`config.mk`:
```
export PLATFORM = sky130hd
export DESIGN_NAME = wdog_twostage
export DESIGN_NICKNAME = d
export VERILOG_FILES = /design/src/rtl/wdog_pkg.sv /design/src/rtl/wdog_regif.sv /design/src/rtl/wdog_counter.sv /design/src/rtl/wdog_stage.sv /design/src/rtl/wdog_twostage.sv
export SDC_FILE = /design/constraint.sdc
export NUM_CORES = 1
export LEC_CHECK = 0
export BUFFER_PORTS_ARGS = -buffer_cell sky130_fd_sc_hd__buf_4
export CAP_MARGIN = 15
export CORE_AREA = 2 2 101 103
export CTS_BUF_LIST = sky130_fd_sc_hd__clkbuf_4 sky130_fd_sc_hd__clkbuf_8
export CTS_CLUSTER_SIZE = 14
export DETAILED_ROUTE_END_ITERATION = 10
export DIE_AREA = 0 0 103 105
export PLACE_DENSITY = 0.8
export SYNTH_ARGS = -nofsm -noshare
export SYNTH_HDL_FRONTEND = slang
export SYNTH_HIERARCHICAL = 1
export SYNTH_SLANG_ARGS = --single-unit
```
`constraint.sdc`:
```
create_clock -name clk -period 3.3 [get_ports clk]
set_clock_uncertainty 0.15 [all_clocks]
set_input_delay 0.165 -clock clk [delete_from_list [all_inputs] [get_ports clk]]
set_output_delay 0.165 -clock clk [all_outputs]
set_load 0.005 [all_outputs]
```
`src/rtl/wdog_pkg.sv`:
```
package wdog_pkg;

  localparam int unsigned BUS_W = 32;

  localparam int unsigned OFS_LOAD  = 'h00;
  localparam int unsigned OFS_VALUE = 'h04;
  localparam int unsigned OFS_CTL   = 'h08;
  localparam int unsigned OFS_ICLR  = 'h0C;
  localparam int unsigned OFS_RIS   = 'h10;

  localparam int unsigned CTL_WC_BIT   = 31;
  localparam int unsigned CTL_TYPE_BIT = 2;
  localparam int unsigned CTL_RUN_BIT  = 0;

  typedef enum logic [2:0] {
    SEL_NONE,
    SEL_LOAD,
    SEL_VALUE,
    SEL_CTL,
    SEL_ICLR,
    SEL_RIS
  } reg_sel_e;

endpackage

```
`src/rtl/wdog_regif.sv`:
```
module wdog_regif
  import wdog_pkg::*;
#(
  parameter int unsigned ADDR_W   = 5,
  parameter int unsigned CNT_W    = 32,
  parameter int unsigned BUSY_CYC = 4,
  parameter logic [CNT_W-1:0] LOAD_RST = '1
) (
  input  logic              clk,
  input  logic              rst,
  input  logic              clr,
  input  logic              wr_en,
  input  logic              rd_en,
  input  logic [ADDR_W-1:0] addr,
  input  logic [BUS_W-1:0]  wdata,
  input  logic [CNT_W-1:0]  count,
  input  logic              ris,
  output logic [BUS_W-1:0]  rdata,
  output logic [CNT_W-1:0]  load_q,
  output logic              run_q,
  output logic              start_o,
  output logic              iclr_o
);

  localparam int unsigned BW = $clog2(BUSY_CYC + 1);

  logic [BW-1:0]    busy_q;
  logic             type_q;
  logic             wr_ok;
  logic             wc;
  reg_sel_e         sel;
  logic [BUS_W-1:0] ctl_word;
  logic [BUS_W-1:0] rd_mux;

  always_comb begin
    if (addr == ADDR_W'(OFS_LOAD))       sel = SEL_LOAD;
    else if (addr == ADDR_W'(OFS_VALUE)) sel = SEL_VALUE;
    else if (addr == ADDR_W'(OFS_CTL))   sel = SEL_CTL;
    else if (addr == ADDR_W'(OFS_ICLR))  sel = SEL_ICLR;
    else if (addr == ADDR_W'(OFS_RIS))   sel = SEL_RIS;
    else                                 sel = SEL_NONE;
  end

  assign wc      = (busy_q == '0);
  assign wr_ok   = wr_en && wc;
  assign start_o = wr_ok && (sel == SEL_CTL) && !run_q && wdata[CTL_RUN_BIT];
  assign iclr_o  = wr_ok && (sel == SEL_ICLR);

  always_ff @(posedge clk) begin
    if (rst || clr) begin
      busy_q <= '0;
      load_q <= LOAD_RST;
      run_q  <= 1'b0;
      type_q <= 1'b0;
    end else begin
      if (wr_ok)
        busy_q <= BW'(BUSY_CYC);
      else if (busy_q != '0)
        busy_q <= busy_q - 1'b1;
      if (wr_ok && sel == SEL_LOAD)
        load_q <= wdata[CNT_W-1:0];
      if (wr_ok && sel == SEL_CTL && !run_q) begin
        run_q  <= wdata[CTL_RUN_BIT];
        type_q <= wdata[CTL_TYPE_BIT];
      end
    end
  end

  always_comb begin
    ctl_word               = '0;
    ctl_word[CTL_WC_BIT]   = wc;
    ctl_word[CTL_TYPE_BIT] = type_q;
    ctl_word[CTL_RUN_BIT]  = run_q;
  end

  always_comb begin
    case (sel)
      SEL_LOAD:  rd_mux = BUS_W'(load_q);
      SEL_VALUE: rd_mux = BUS_W'(count);
      SEL_CTL:   rd_mux = ctl_word;
      SEL_RIS:   rd_mux = BUS_W'(ris);
      default:   rd_mux = '0;
    endcase
  end

  always_ff @(posedge clk) begin
    if (rst)
      rdata <= '0;
    else if (rd_en)
      rdata <= rd_mux;
  end

  AST_RUN_STICKY: assert property (@(posedge clk) disable iff (rst)
    (run_q && !clr) |=> run_q);

  AST_WR_DROPPED: assert property (@(posedge clk) disable iff (rst)
    (wr_en && busy_q != '0 && !clr) |=> ($stable(load_q) && $stable(run_q) && $stable(type_q)));

  AST_BUSY_AFTER_WRITE: assert property (@(posedge clk) disable iff (rst)
    (wr_ok && !clr) |=> (busy_q != '0));

endmodule

```
`src/rtl/wdog_counter.sv`:
```
module wdog_counter #(
  parameter int unsigned CNT_W = 32
) (
  input  logic             clk,
  input  logic             rst,
  input  logic             clr,
  input  logic             run,
  input  logic             start,
  input  logic             reload,
  input  logic [CNT_W-1:0] load,
  output logic [CNT_W-1:0] count_q,
  output logic             expire
);

  logic at_zero;

  assign at_zero = (count_q == '0);
  assign expire  = run && at_zero;

  always_ff @(posedge clk) begin
    if (rst || clr)
      count_q <= '0;
    else if (start || reload)
      count_q <= load;
    else if (run)
      count_q <= at_zero ? load : count_q - 1'b1;
  end

  AST_RELOAD_AT_ZERO: assert property (@(posedge clk) disable iff (rst)
    (expire && !clr && !reload && !start) |=> (count_q == $past(load)));

  AST_COUNT_STEP: assert property (@(posedge clk) disable iff (rst)
    (run && !at_zero && !clr && !reload && !start) |=> (count_q == $past(count_q) - 1'b1));

endmodule

```
`src/rtl/wdog_stage.sv`:
```
module wdog_stage (
  input  logic clk,
  input  logic rst,
  input  logic expire,
  input  logic iclr,
  input  logic run,
  output logic ris_q,
  output logic fire,
  output logic irq_o,
  output logic rst_o
);

  assign fire  = expire && ris_q && !iclr;
  assign irq_o = ris_q && run;

  always_ff @(posedge clk) begin
    if (rst)
      ris_q <= 1'b0;
    else if (iclr || fire)
      ris_q <= 1'b0;
    else if (expire)
      ris_q <= 1'b1;
  end

  always_ff @(posedge clk) begin
    if (rst)
      rst_o <= 1'b0;
    else
      rst_o <= fire;
  end

  AST_RIS_ON_EXPIRY: assert property (@(posedge clk) disable iff (rst)
    (expire && !ris_q && !iclr) |=> ris_q);

  AST_ICLR_CLEARS: assert property (@(posedge clk) disable iff (rst)
    iclr |=> !ris_q);

  AST_RST_SINGLE: assert property (@(posedge clk) disable iff (rst)
    rst_o |=> !rst_o);

  AST_RST_NEEDS_PENDING: assert property (@(posedge clk) disable iff (rst)
    $rose(rst_o) |-> ($past(ris_q) && !ris_q));

endmodule

```
`src/rtl/wdog_twostage.sv`:
```
module wdog_twostage
  import wdog_pkg::*;
#(
  parameter int unsigned ADDR_W   = 5,
  parameter int unsigned CNT_W    = 32,
  parameter int unsigned BUSY_CYC = 4,
  parameter logic [CNT_W-1:0] LOAD_RST = '1
) (
  input  logic              clk,
  input  logic              rst,
  input  logic              wr_en,
  input  logic              rd_en,
  input  logic [ADDR_W-1:0] addr,
  input  logic [31:0]       wdata,
  output logic [31:0]       rdata,
  output logic              irq_o,
  output logic              wdt_rst_o
);

  logic [CNT_W-1:0] load_q;
  logic [CNT_W-1:0] count_q;
  logic             run_q;
  logic             start;
  logic             iclr;
  logic             expire;
  logic             ris_q;
  logic             fire;

  wdog_regif #(
    .ADDR_W  (ADDR_W),
    .CNT_W   (CNT_W),
    .BUSY_CYC(BUSY_CYC),
    .LOAD_RST(LOAD_RST)
  ) u_regif (
    .clk    (clk),
    .rst    (rst),
    .clr    (fire),
    .wr_en  (wr_en),
    .rd_en  (rd_en),
    .addr   (addr),
    .wdata  (wdata),
    .count  (count_q),
    .ris    (ris_q),
    .rdata  (rdata),
    .load_q (load_q),
    .run_q  (run_q),
    .start_o(start),
    .iclr_o (iclr)
  );

  wdog_counter #(
    .CNT_W(CNT_W)
  ) u_counter (
    .clk    (clk),
    .rst    (rst),
    .clr    (fire),
    .run    (run_q),
    .start  (start),
    .reload (iclr),
    .load   (load_q),
    .count_q(count_q),
    .expire (expire)
  );

  wdog_stage u_stage (
    .clk   (clk),
    .rst   (rst),
    .expire(expire),
    .iclr  (iclr),
    .run   (run_q),
    .ris_q (ris_q),
    .fire  (fire),
    .irq_o (irq_o),
    .rst_o (wdt_rst_o)
  );

  AST_RST_CLEARS_RUN: assert property (@(posedge clk) disable iff (rst)
    $rose(wdt_rst_o) |-> (!run_q && !irq_o));

endmodule

```
# Word-level counts from Yosys, hierarchy flattened
# Index checks and enable logic that the tools add are counted.
[classes]
n_addsub = 2
n_mul = 0
n_div = 0
magnitude_cmp = 0
eq_ne = 9
shift = 0
mux = 11
bitwise = 0
n_reduce_logical = 23
[op_table]
columns = ["op", "n"]
rows = [
  ["$pmux W32 S4", 1],
  ["$mux W32", 3],
  ["$logic_not A32 Y1", 1],
  ["$sub A32 B1 Y32 const B", 1],
  ["$mux W3", 7],
  ["$eq A5 B4 Y1 const B", 2],
  ["$logic_and A1 B1 Y1", 10],
  ["$eq A3 B2 Y1 const B", 2],
  ["$eq A3 B3 Y1 const B", 2],
  ["$eq A5 B3 Y1 const B", 1],
  ["$eq A5 B5 Y1 const B", 1],
  ["$logic_not A5 Y1", 1],
  ["$reduce_bool A2 Y1", 2],
  ["$reduce_or A2 Y1", 2],
  ["$eq A3 B1 Y1 const B", 1],
  ["$logic_not A3 Y1", 1],
  ["$logic_or A1 B1 Y1", 3],
  ["$reduce_bool A3 Y1", 1],
  ["$sub A3 B1 Y3 const B", 1],
  ["$logic_not A1 Y1", 2],
]
[totals]
register_bits = 103
latch_bits = 0
mem_bits_rw = 0
romBits = 0
in_bits = 41
out_inout_bits = 34
wordCells = 54
memories = 0

# Depth between registers and ports, before layout
# Gate-level depths: netlist of run 1.
[depth]
ltp_word = 12
mapped_depth = 13
mapped_depth_nobuf = 11

# Cells and area by module
# Netlist of run 1, hierarchy kept.
[modules_own_cells]
columns = ["mod", "instances", "cells_per_inst", "area_each_um2", "seq_area_each_um2"]
rows = [
  ["wdog_regif", 1, 291, 2771.4, 1381.3],
  ["wdog_counter", 1, 279, 2184.6, 640.6],
  ["wdog_stage", 1, 8, 78.8, 40.0],
]

# Worst setup path after synthesis of run 1
# OpenSTA, ideal clock, no wires.
[synth_path]
kind = "register to register"
start = "register u_counter.count_q[8]"
end = "register u_counter.count_q[16]"
setup_ns = 0.128
arrival_time_ns = 2.863
required_ns = 3.022
slack_ns = 0.160
stages_incl_launch_ff = 13
n_path_buf = 5
synth_period_minus_slack_ns = 3.140
path_cell_list = "dfxtp_1 buf_6 or4_4 buf_6 or3_4 buf_6 nor4_4 nand2_1 nor2_1 or2_2 clkbuf_1 clkbuf_1 nor2_1"
[synth_between]
elab_chain_cells = 5
elab_cells_between_ends = 9
classes_between = "add/sub: 1; mux: 3; reduce/logical: 5"
[synth_rtl]
columns = ["item", "line", "rtl"]
rows = [
  ["from (decl)", "wdog_counter.sv:11", "output logic [CNT_W-1:0] count_q,"],
  ["from (signal assigned)", "wdog_counter.sv:24", "count_q <= load;"],
  ["from (signal assigned)", "wdog_counter.sv:26", "count_q <= at_zero ? load : count_q - 1'b1;"],
  ["$logic_not A32 Y1", "wdog_counter.sv:17", "assign at_zero = (count_q == '0);"],
  ["$logic_and A1 B1 Y1", "wdog_counter.sv:18", "assign expire = run && at_zero;"],
  ["net expire", "wdog_twostage.sv:25", "logic expire;"],
  ["$logic_and A1 B1 Y1 (2 in a row)", "wdog_stage.sv:13", "assign fire = expire && ris_q && !iclr;"],
  ["net fire", "wdog_twostage.sv:27", "logic fire;"],
  ["$logic_or A1 B1 Y1", "wdog_counter.sv:21", "if (rst || clr)"],
]
# The timed path passes the listed nets, and every way through them passes these cells. The select of a mux whose other input is x is not followed.
# A chain may end at the register's enable or synchronous reset.

# Worst setup path in the final report of run 1
[layout_path]
start = "register u_counter.count_q[0]"
end = "register u_counter.count_q[30]"
# Same word-level chain as after synthesis.

==> metrics list, run 1 <==
- Insertion delay to the later sink of the worst-skew pair: 0.36 ns
- Average routed wire per standard cell: 17.68 um
* Buffers and inverters on the worst path: 1
- The clock tree synthesis step divided the H-tree into 3 levels.
- Worst relative slew slack: 51.31%
- The area growth from synthesis to layout is 25.17%.
- In this run the power density over the cells is 555.9 nW/um^2.
- DRT Wirelength: 14590 um
- Slowest CP cell: sky130_fd_sc_hd__nor2_1
* Non-Filler Cell Area, Final: 6302 um^2
- Data on the critical path is required at its endpoint by 3.44 ns.
* Final setup vio count: 0
* Vias in the first global route: 4688
- Post-synth EDFFs: 0
- Area of placed instances: 5738 um^2
* Die extent in x: 103 um
- Height of the die: 105 um
* Maximum fanout count along the critical path: 9
- The netlist uses 65 different library cells.
- Data arrives at the worst endpoint at 3.17 ns.
- Number of antenna-violating nets in the routed design: 0
* Floorplan die area: 10820 um^2
* Cts bufs inserted: 9
* Clock root buffer: sky130_fd_sc_hd__clkbuf_8
- Met1 routing resource usage after global routing: 37.19%
- TritonCTS built the clock tree.
* Result of the run: finished clean
- In this run the critical register-to-register path is launched from u_counter/count_q[0].
* Crit path cell chain: inv_1 > ha_1 > nor4b_1 > nand4_1 > nor4_4 > nand2_1 > nor2_1 > nor2_1 > nand2_1 > or3_2 > o21ai_0
- Global placement routability congestion: 0.9090
* Total grt overflow: 0
- Instance count along the most critical hold path: 4
* Min-Delay Path Class: in2reg
- Average vias per placed instance: 5.973
- The final critical path takes up 91.89% of the cycle.
* Starting utilization of the core area: 52.23%
- The worst setup path is of the reg2reg kind.
- DRC violations left: 0
- In this run the static leakage power is 2.605 nW.
- The floorplan has 36 rows.
* Drt first pass iters: 5
- GR Util met2: 44.90%
- Worst ir drop on vdd: 0.0002725 V
- The number of antenna violations at the first check in global routing was 0.
- Worst Setup Start Kind: flip-flop
* Post-CTS Resized: 0
- Register bit count reported by yosys: 103
* Syn avg cell area: 8.711 um^2
- Global-route layer with the greatest usage: met2
- Number of cells in the finished layout apart from fillers: 825
* Largest net degree at the start of global routing: 35
- Slew at the pin closest to its max-slew limit: 0.7304 ns
- Registers take 2062 um^2.
- Synth Instances: 578
- CP max stage delay: 0.53 ns
- Nature of the critical path endpoint: flip-flop
- Clock slew at reported path FFs: 0.10 ns
- For this design the top-level I/O count stands at 75.
- The synthesized design spends more area on one cell type than any other, namely sky130_fd_sc_hd__dfxtp_1.
- Area of the core: 9639 um^2
* Area of the mapped netlist: 5035 um^2
- The clock passes through at most 2 buffers.
* Nets in the synthesized netlist: 623
- For hold timing, the worst endpoint is u_stage/ris_q.
- Clock tree synthesis found a total of 103 sinks.
- Source of the worst hold timing path: addr[4]
* Sum of negative setup slack: 0 ns
- Port-buffer cells: 74
* Number of endpoints with negative hold slack in the final report: 0
- Number of maximum-capacitance constraint violations: 0
- Placed wire-length estimate: 10000 um
- The number of max-slew violations in the final report came to 0.
- In this design, the largest share of critical-path delay is due to simple AND/OR/NAND/NOR gates.
* Vias after detailed routing: 4928
- The detailed router finished its first iteration with 407 violations.
- Based on the critical path, the design can be clocked at up to 329.8 MHz.
- Wire length of the first global-routing pass: 23600 um
* Net count of the finished layout: 732
- R2r endpoint: u_counter/count_q[30]
- Of the cells placed in the final design, the portion with a size suffix greater than 1 is 21.24%.
- Total Routing Usage GR: 27.56%
* RSZ-0062 raised after global routing: no
- Top cells by area, synth: sky130_fd_sc_hd__dfxtp_1 (41%), sky130_fd_sc_hd__mux2i_1 (7.8%), sky130_fd_sc_hd__nand2_1 (7.2%), sky130_fd_sc_hd__a22oi_1 (5.2%), sky130_fd_sc_hd__o21ai_0 (3.9%)
- Dominant register cell in the synthesized netlist: sky130_fd_sc_hd__dfxtp_1
- YS warnings: 6
- Final critical-path required period: 3.032 ns
* Worst reg-to-reg path cell count: 11
* Fillcell total: 837
- Post-synthesis sequential area ratio: 40.95%
* Most frequent cells in the layout: sky130_fd_sc_hd__dfxtp_1 (103), sky130_fd_sc_hd__buf_4 (102), sky130_fd_sc_hd__nand2_1 (96)
* Area share of the largest cell type after synthesis: 40.95%
* Area occupied by multi-input gates: 2718 um^2
- Worst Hold Slack: 0.2118 ns
* Cells after DPL: 773
- Most common cell after layout, fill and taps aside: sky130_fd_sc_hd__dfxtp_1
* Antenna diode count: 0
* Grt met3 use: 4.816%
- Fraction of registers with async set or reset after synthesis: 0%
- The setup check on the worst reg-to-reg path leaves a slack of 0.27 ns.
## layer usage
layer  up-vias  share of wire (%)  routed length, um
met5         -                  0                  0
met2       251                 47               6891
met4         0                2.3                335
met1      2285                 42               6166
li1       2354                  -                  -
met3        38                8.2               1198
## where the power goes
| group | internal, mW | switching [mW] |
|---|---|---|
| logic | 0.540 | 0.832 |
| registers | 1.29 | 0.0526 |
| clock network | 0.360 | 0.432 |
## cell type report
type / instances / share of cell area [%]
Sequential cell: 103 / 32.72
Clock buffer: 13 / 2.839
Multi-Input combinational cell: 428 / 43.12
Inverter: 7 / 0.4169
Tap cell: 133 / 2.640
Timing Repair Buffer: 138 / 17.87
Clock inverter: 3 / 0.3971
## per-stage QoR
step,utilization (%),total power [mW],setup slack [ns]
after CTS,65.38,3.481,0.2984
after global routing,65.38,3.643,0.07276
after floorplan,-,2.258,0.1597
after detailed placement,59.53,2.663,0.3230
final,65.38,3.504,0.2677
after global placement,59.53,2.640,0.4119
## synth_stat cells, types with 5 or more instances
| master | instances |
|---|---|
| sky130_fd_sc_hd__o21ai_0 | 39 |
| sky130_fd_sc_hd__a22oi_1 | 35 |
| sky130_fd_sc_hd__nor2_1 | 30 |
| sky130_fd_sc_hd__a21oi_1 | 21 |
| sky130_fd_sc_hd__or4_1 | 5 |
| sky130_fd_sc_hd__nand4_1 | 5 |
| sky130_fd_sc_hd__or2_2 | 5 |
| sky130_fd_sc_hd__buf_6 | 5 |
| sky130_fd_sc_hd__and3_1 | 5 |
| sky130_fd_sc_hd__a31oi_1 | 19 |
| sky130_fd_sc_hd__inv_1 | 7 |
| sky130_fd_sc_hd__dfxtp_1 | 103 |
| sky130_fd_sc_hd__xnor2_1 | 5 |
| sky130_fd_sc_hd__mux2i_1 | 39 |
| sky130_fd_sc_hd__clkbuf_1 | 27 |
| sky130_fd_sc_hd__o21ai_1 | 7 |
| sky130_fd_sc_hd__nor3_1 | 16 |
| sky130_fd_sc_hd__nand3_1 | 15 |
| sky130_fd_sc_hd__nand2_1 | 96 |
| sky130_fd_sc_hd__nor4_1 | 9 |
## registers in the layout, summed over array words and instances (netlist names)
signal,cells
u_regif/type_q,1
u_counter/count_q,32
u_regif/load_q,32
u_regif/rdata,32
u_regif/busy_q,3
u_stage/rst_o,1
u_stage/ris_q,1
u_regif/run_q,1
## worst max path at each step
stage,startpoint,to,slack (ns),depth (start not counted)
floorplan,u_counter/count_q[8],u_counter/count_q[16],0.16,12
global placement,u_counter/count_q[8],u_counter/count_q[9],0.41,9
detailed placement,u_counter/count_q[8],u_counter/count_q[9],0.32,9
CTS,u_counter/count_q[8],u_counter/count_q[9],0.30,9
global route,u_counter/count_q[5],u_counter/count_q[9],0.07,9
finish,u_counter/count_q[0],u_counter/count_q[30],0.27,11
## repair_timing
action                    in CTS  in global routing
hold buffers                  36                  0
setup buffers                  0                  0
hold endpoints to repair      38                  0
## worst min-delay path: stages
cell and delay (ns):
sky130_fd_sc_hd__buf_4 0.13, sky130_fd_sc_hd__nor3_1 0.08, sky130_fd_sc_hd__buf_4 0.15, sky130_fd_sc_hd__nor3_2 0.15
## logic make-up (layout without fill, tap and decap cells)
family | Yosys count | after routing | share of synthesized area [%]
AOI/OAI and AO/OA | 154 | 154 | 20.15
and+or+nand+nor | 223 | 223 | 23.29
muxes | 40 | 40 | 7.977
DFF | 103 | 103 | 40.95
buffers and inverters | 47 | 161 | 5.393
xor gates and xnor gates | 6 | 6 | 1.044
adders and majority gates | 5 | 5 | 1.193
Note: power is estimated with default switching activity, not from simulation.
==> inputs of run 2 (changes only) <==
--- a/config.mk
+++ b/config.mk
@@ -7,12 +7,15 @@
 export LEC_CHECK = 0
 export BUFFER_PORTS_ARGS = -buffer_cell sky130_fd_sc_hd__buf_4
 export CAP_MARGIN = 15
-export CORE_AREA = 2 2 101 103
+export CELL_PAD_IN_SITES_DETAIL_PLACEMENT = 1
+export CELL_PAD_IN_SITES_GLOBAL_PLACEMENT = 1
+export CORE_AREA = 2 2 116 118
 export CTS_BUF_LIST = sky130_fd_sc_hd__clkbuf_4 sky130_fd_sc_hd__clkbuf_8
 export CTS_CLUSTER_SIZE = 14
 export DETAILED_ROUTE_END_ITERATION = 10
-export DIE_AREA = 0 0 103 105
-export PLACE_DENSITY = 0.8
+export DIE_AREA = 0 0 118 120
+export PLACE_DENSITY = 0.79
+export SLEW_MARGIN = 40
 export SYNTH_ARGS = -nofsm -noshare
 export SYNTH_HDL_FRONTEND = slang
 export SYNTH_HIERARCHICAL = 1
==> metrics list, run 2 (synthesis gave the netlist of run 1 again) <==
* Result of the run: finished clean
* Crit path required time: 3.48 ns
- The first TritonRoute pass finished after 6 iterations.
- The analysis attributes to cell leakage a power of 2.646 nW.
* Clock root buffer: sky130_fd_sc_hd__clkbuf_8
- The clock network is responsible for 24.5% of the overall power.
- Most frequent cell on the critical path: sky130_fd_sc_hd__nand2_1
- Dividing the detail-routed wire length by the instance count gives 19.81 um.
* Final setup vio count: 0
* Insertion delay to the later sink of the worst-skew pair: 0.39 ns
- DRC violation total after the first TritonRoute iteration: 281
- Slowest CP cell: sky130_fd_sc_hd__or4_4
- The via count of the first global-routing pass was 5144.
- Std-Cell Rows: 42
- Top cell family by delay on the critical path: simple AND/OR/NAND/NOR gates
- Starting utilization of the core area: 38.79%
- In this run the most critical hold path is launched from addr[3].
- Measured along the x axis, the die boundary spans 118 um.
* Worst reg-to-reg path cell count: 8
- The routed layout has 5041 vias.
- Traced cell by cell, the critical path runs through or4_4 > or3_4 > nor4_4 > nand2_1 > nor2_2 > nor2_4 > nand2_1 > dlygate4sd3_1.
* Total Routing Usage GR: 24.82%
- Relative to the synthesized area, the layout overhead comes to 28.83%.
- The number of hold violations in the final report came to 0.
- Counting instances, the worst hold path has a depth of 5.
- The number of antenna diodes in the final layout is 0.
* Cts bufs inserted: 9
* Floorplan die area: 14160 um^2
* H-tree levels: 3
* Switching share of power: 37.57%
* Slew at the pin closest to its max-slew limit: 0.7715 ns
- Worst-case hold path end point: u_regif/rdata[2]
* Number of maximum-capacitance constraint violations: 0
- Routability-driven placement finished with a final weighted congestion of 0.8853.
* RSZ-0062 raised after global routing: no
- During I/O placement, the number of pins put on the boundary was 75.
* Port-buffer cells: 74
* Worst R2R Setup Slack: 0.22 ns
* Number of antenna-violating nets in the routed design: 0
- CP max stage delay: 0.63 ns
* Most common cell after layout, fill and taps aside: sky130_fd_sc_hd__buf_4
* Clock slew at reported path FFs: 0.10 ns
- Type of the worst setup path: reg2reg
- Reg power frac: 36.4%
- Net count of the finished layout: 742
- Measured along the y axis, the die boundary spans 120 um.
- In the final layout, the share of cells above drive strength 1 is 21.43%.
- Largest net degree at the start of global routing: 33
* Worst relative slew slack: 48.57%
* Worst setup path start: u_counter/count_q[8]
- Internal power consumption: 2.301 mW
- The number of max-slew violations in the final report is 0.
- DRC violations left: 0
- Along the worst path, the maximum fanout reaches 11.
- STA classifies the critical path startpoint as a flip-flop.
* Arrival @ worst endpoint: 3.26 ns
* Proportion of power drawn by combinational gates: 39.1%
- Final critical-path required period: 3.080 ns
- TritonCTS built the clock tree.
- Total grt overflow: 0
- R2r endpoint: u_regif/load_q[15]
- Sum of negative setup slack: 0 ns
* Clk buf depth: 2
* Nature of the critical path endpoint: flip-flop
- Power density over the cells: 568.3 nW/um^2
* Worst Hold Slack: 0.2123 ns
* Power dissipated by switching net loads: 1.385 mW
- Buffers and inverters on the worst path: 1
- Min-Delay Path Class: in2reg
- Largest registers: u_counter/count_q x32, u_regif/load_q x32, u_regif/rdata x32
* Fillcell total: 1532
- Antenna violations before repair: 0
- Most frequent cells in the layout: sky130_fd_sc_hd__buf_4 (104), sky130_fd_sc_hd__dfxtp_1 (103), sky130_fd_sc_hd__nand2_1 (96)
- Based on the critical path, the design can be clocked at up to 324.6 MHz.
- The first global-routing pass estimated 27940 um of wire.
- In this run the standard cell core region covers 12980 um^2.
* Worst ir drop on vdd: 0.0002815 V
- In this run the critical register-to-register path is launched from u_counter/count_q[8].
- Share of the clock period used by the worst path after layout: 93.34%
- DRT Wirelength: 17360 um
- Using the TritonRoute via totals, the vias-per-cell ratio works out to 5.755.
- Clock sinks: 103
- Placed wire-length estimate: 11830 um
[run 2: what timing repair did]
item,4_1_cts,5_1_grt
resized for setup,0,2
endpoints found under the setup margin,0,8
hold buffers,42,0
hold endpoints to repair,39,0
setup buffers,0,1
[run 2: final cells by class]
cell class	instances	area, um^2	area share (%)
repair buffers	148	1227	18.92
flip-flops and latches	103	2062	31.79
inverters	7	26.28	0.4051
clock buffers	11	151.4	2.334
multi-input cells	428	2731	42.11
well taps	176	220.2	3.395
clock inverters	3	67.56	1.042
[run 2: power groups by stage]
stage / registers (mW) / clock network (mW) / logic, mW
detailed placement: 1.37 / 0 / 1.33
floorplan: 1.35 / 0 / 0.908
CTS: 1.34 / 0.918 / 1.37
global placement: 1.37 / 0 / 1.29
global route: 1.35 / 0.967 / 1.53
finish: 1.34 / 0.903 / 1.44
[run 2: layer usage]
layer  global-route usage, %  vias up  routed length (um)
li1                        -     2364                   -
met5                       0        -                   0
met4                   8.660        0                 372
met1                   32.07     2505                7810
met2                   42.91      142                8499
met3                   2.947       30                 672
[run 2: worst min-delay path, cell delays in order]
cell and delay [ns]:
sky130_fd_sc_hd__buf_4 0.16, sky130_fd_sc_hd__mux2i_1 0.11, sky130_fd_sc_hd__nor2_1 0.09, sky130_fd_sc_hd__a21oi_1 0.05, sky130_fd_sc_hd__o21ai_0 0.12
[run 2: how the worst max path moves through the flow]
stage               cells past startpoint  slack (ns)                     to
detailed placement                      9        0.21   u_counter/count_q[9]
finish                                  8        0.22     u_regif/load_q[15]
global route                            8        0.05     u_regif/load_q[15]
floorplan                              12        0.16  u_counter/count_q[16]
CTS                                     8        0.15     u_regif/load_q[20]
global placement                        9        0.35   u_counter/count_q[9]
[run 2: per-stage QoR]
stage | std cells | utilization, % | cell area [um^2] | power (mW) | setup WS (ns)
after floorplan | 578 | - | 5035 | 2.258 | 0.1597
after global placement | 817 | 44.72 | 5804 | 2.656 | 0.3540
after detailed placement | 819 | 44.92 | 5831 | 2.699 | 0.2064
after CTS | 875 | 49.85 | 6470 | 3.632 | 0.1511
after global routing | 876 | 49.97 | 6486 | 3.843 | 0.05481
final | 876 | 49.97 | 6486 | 3.686 | 0.2197
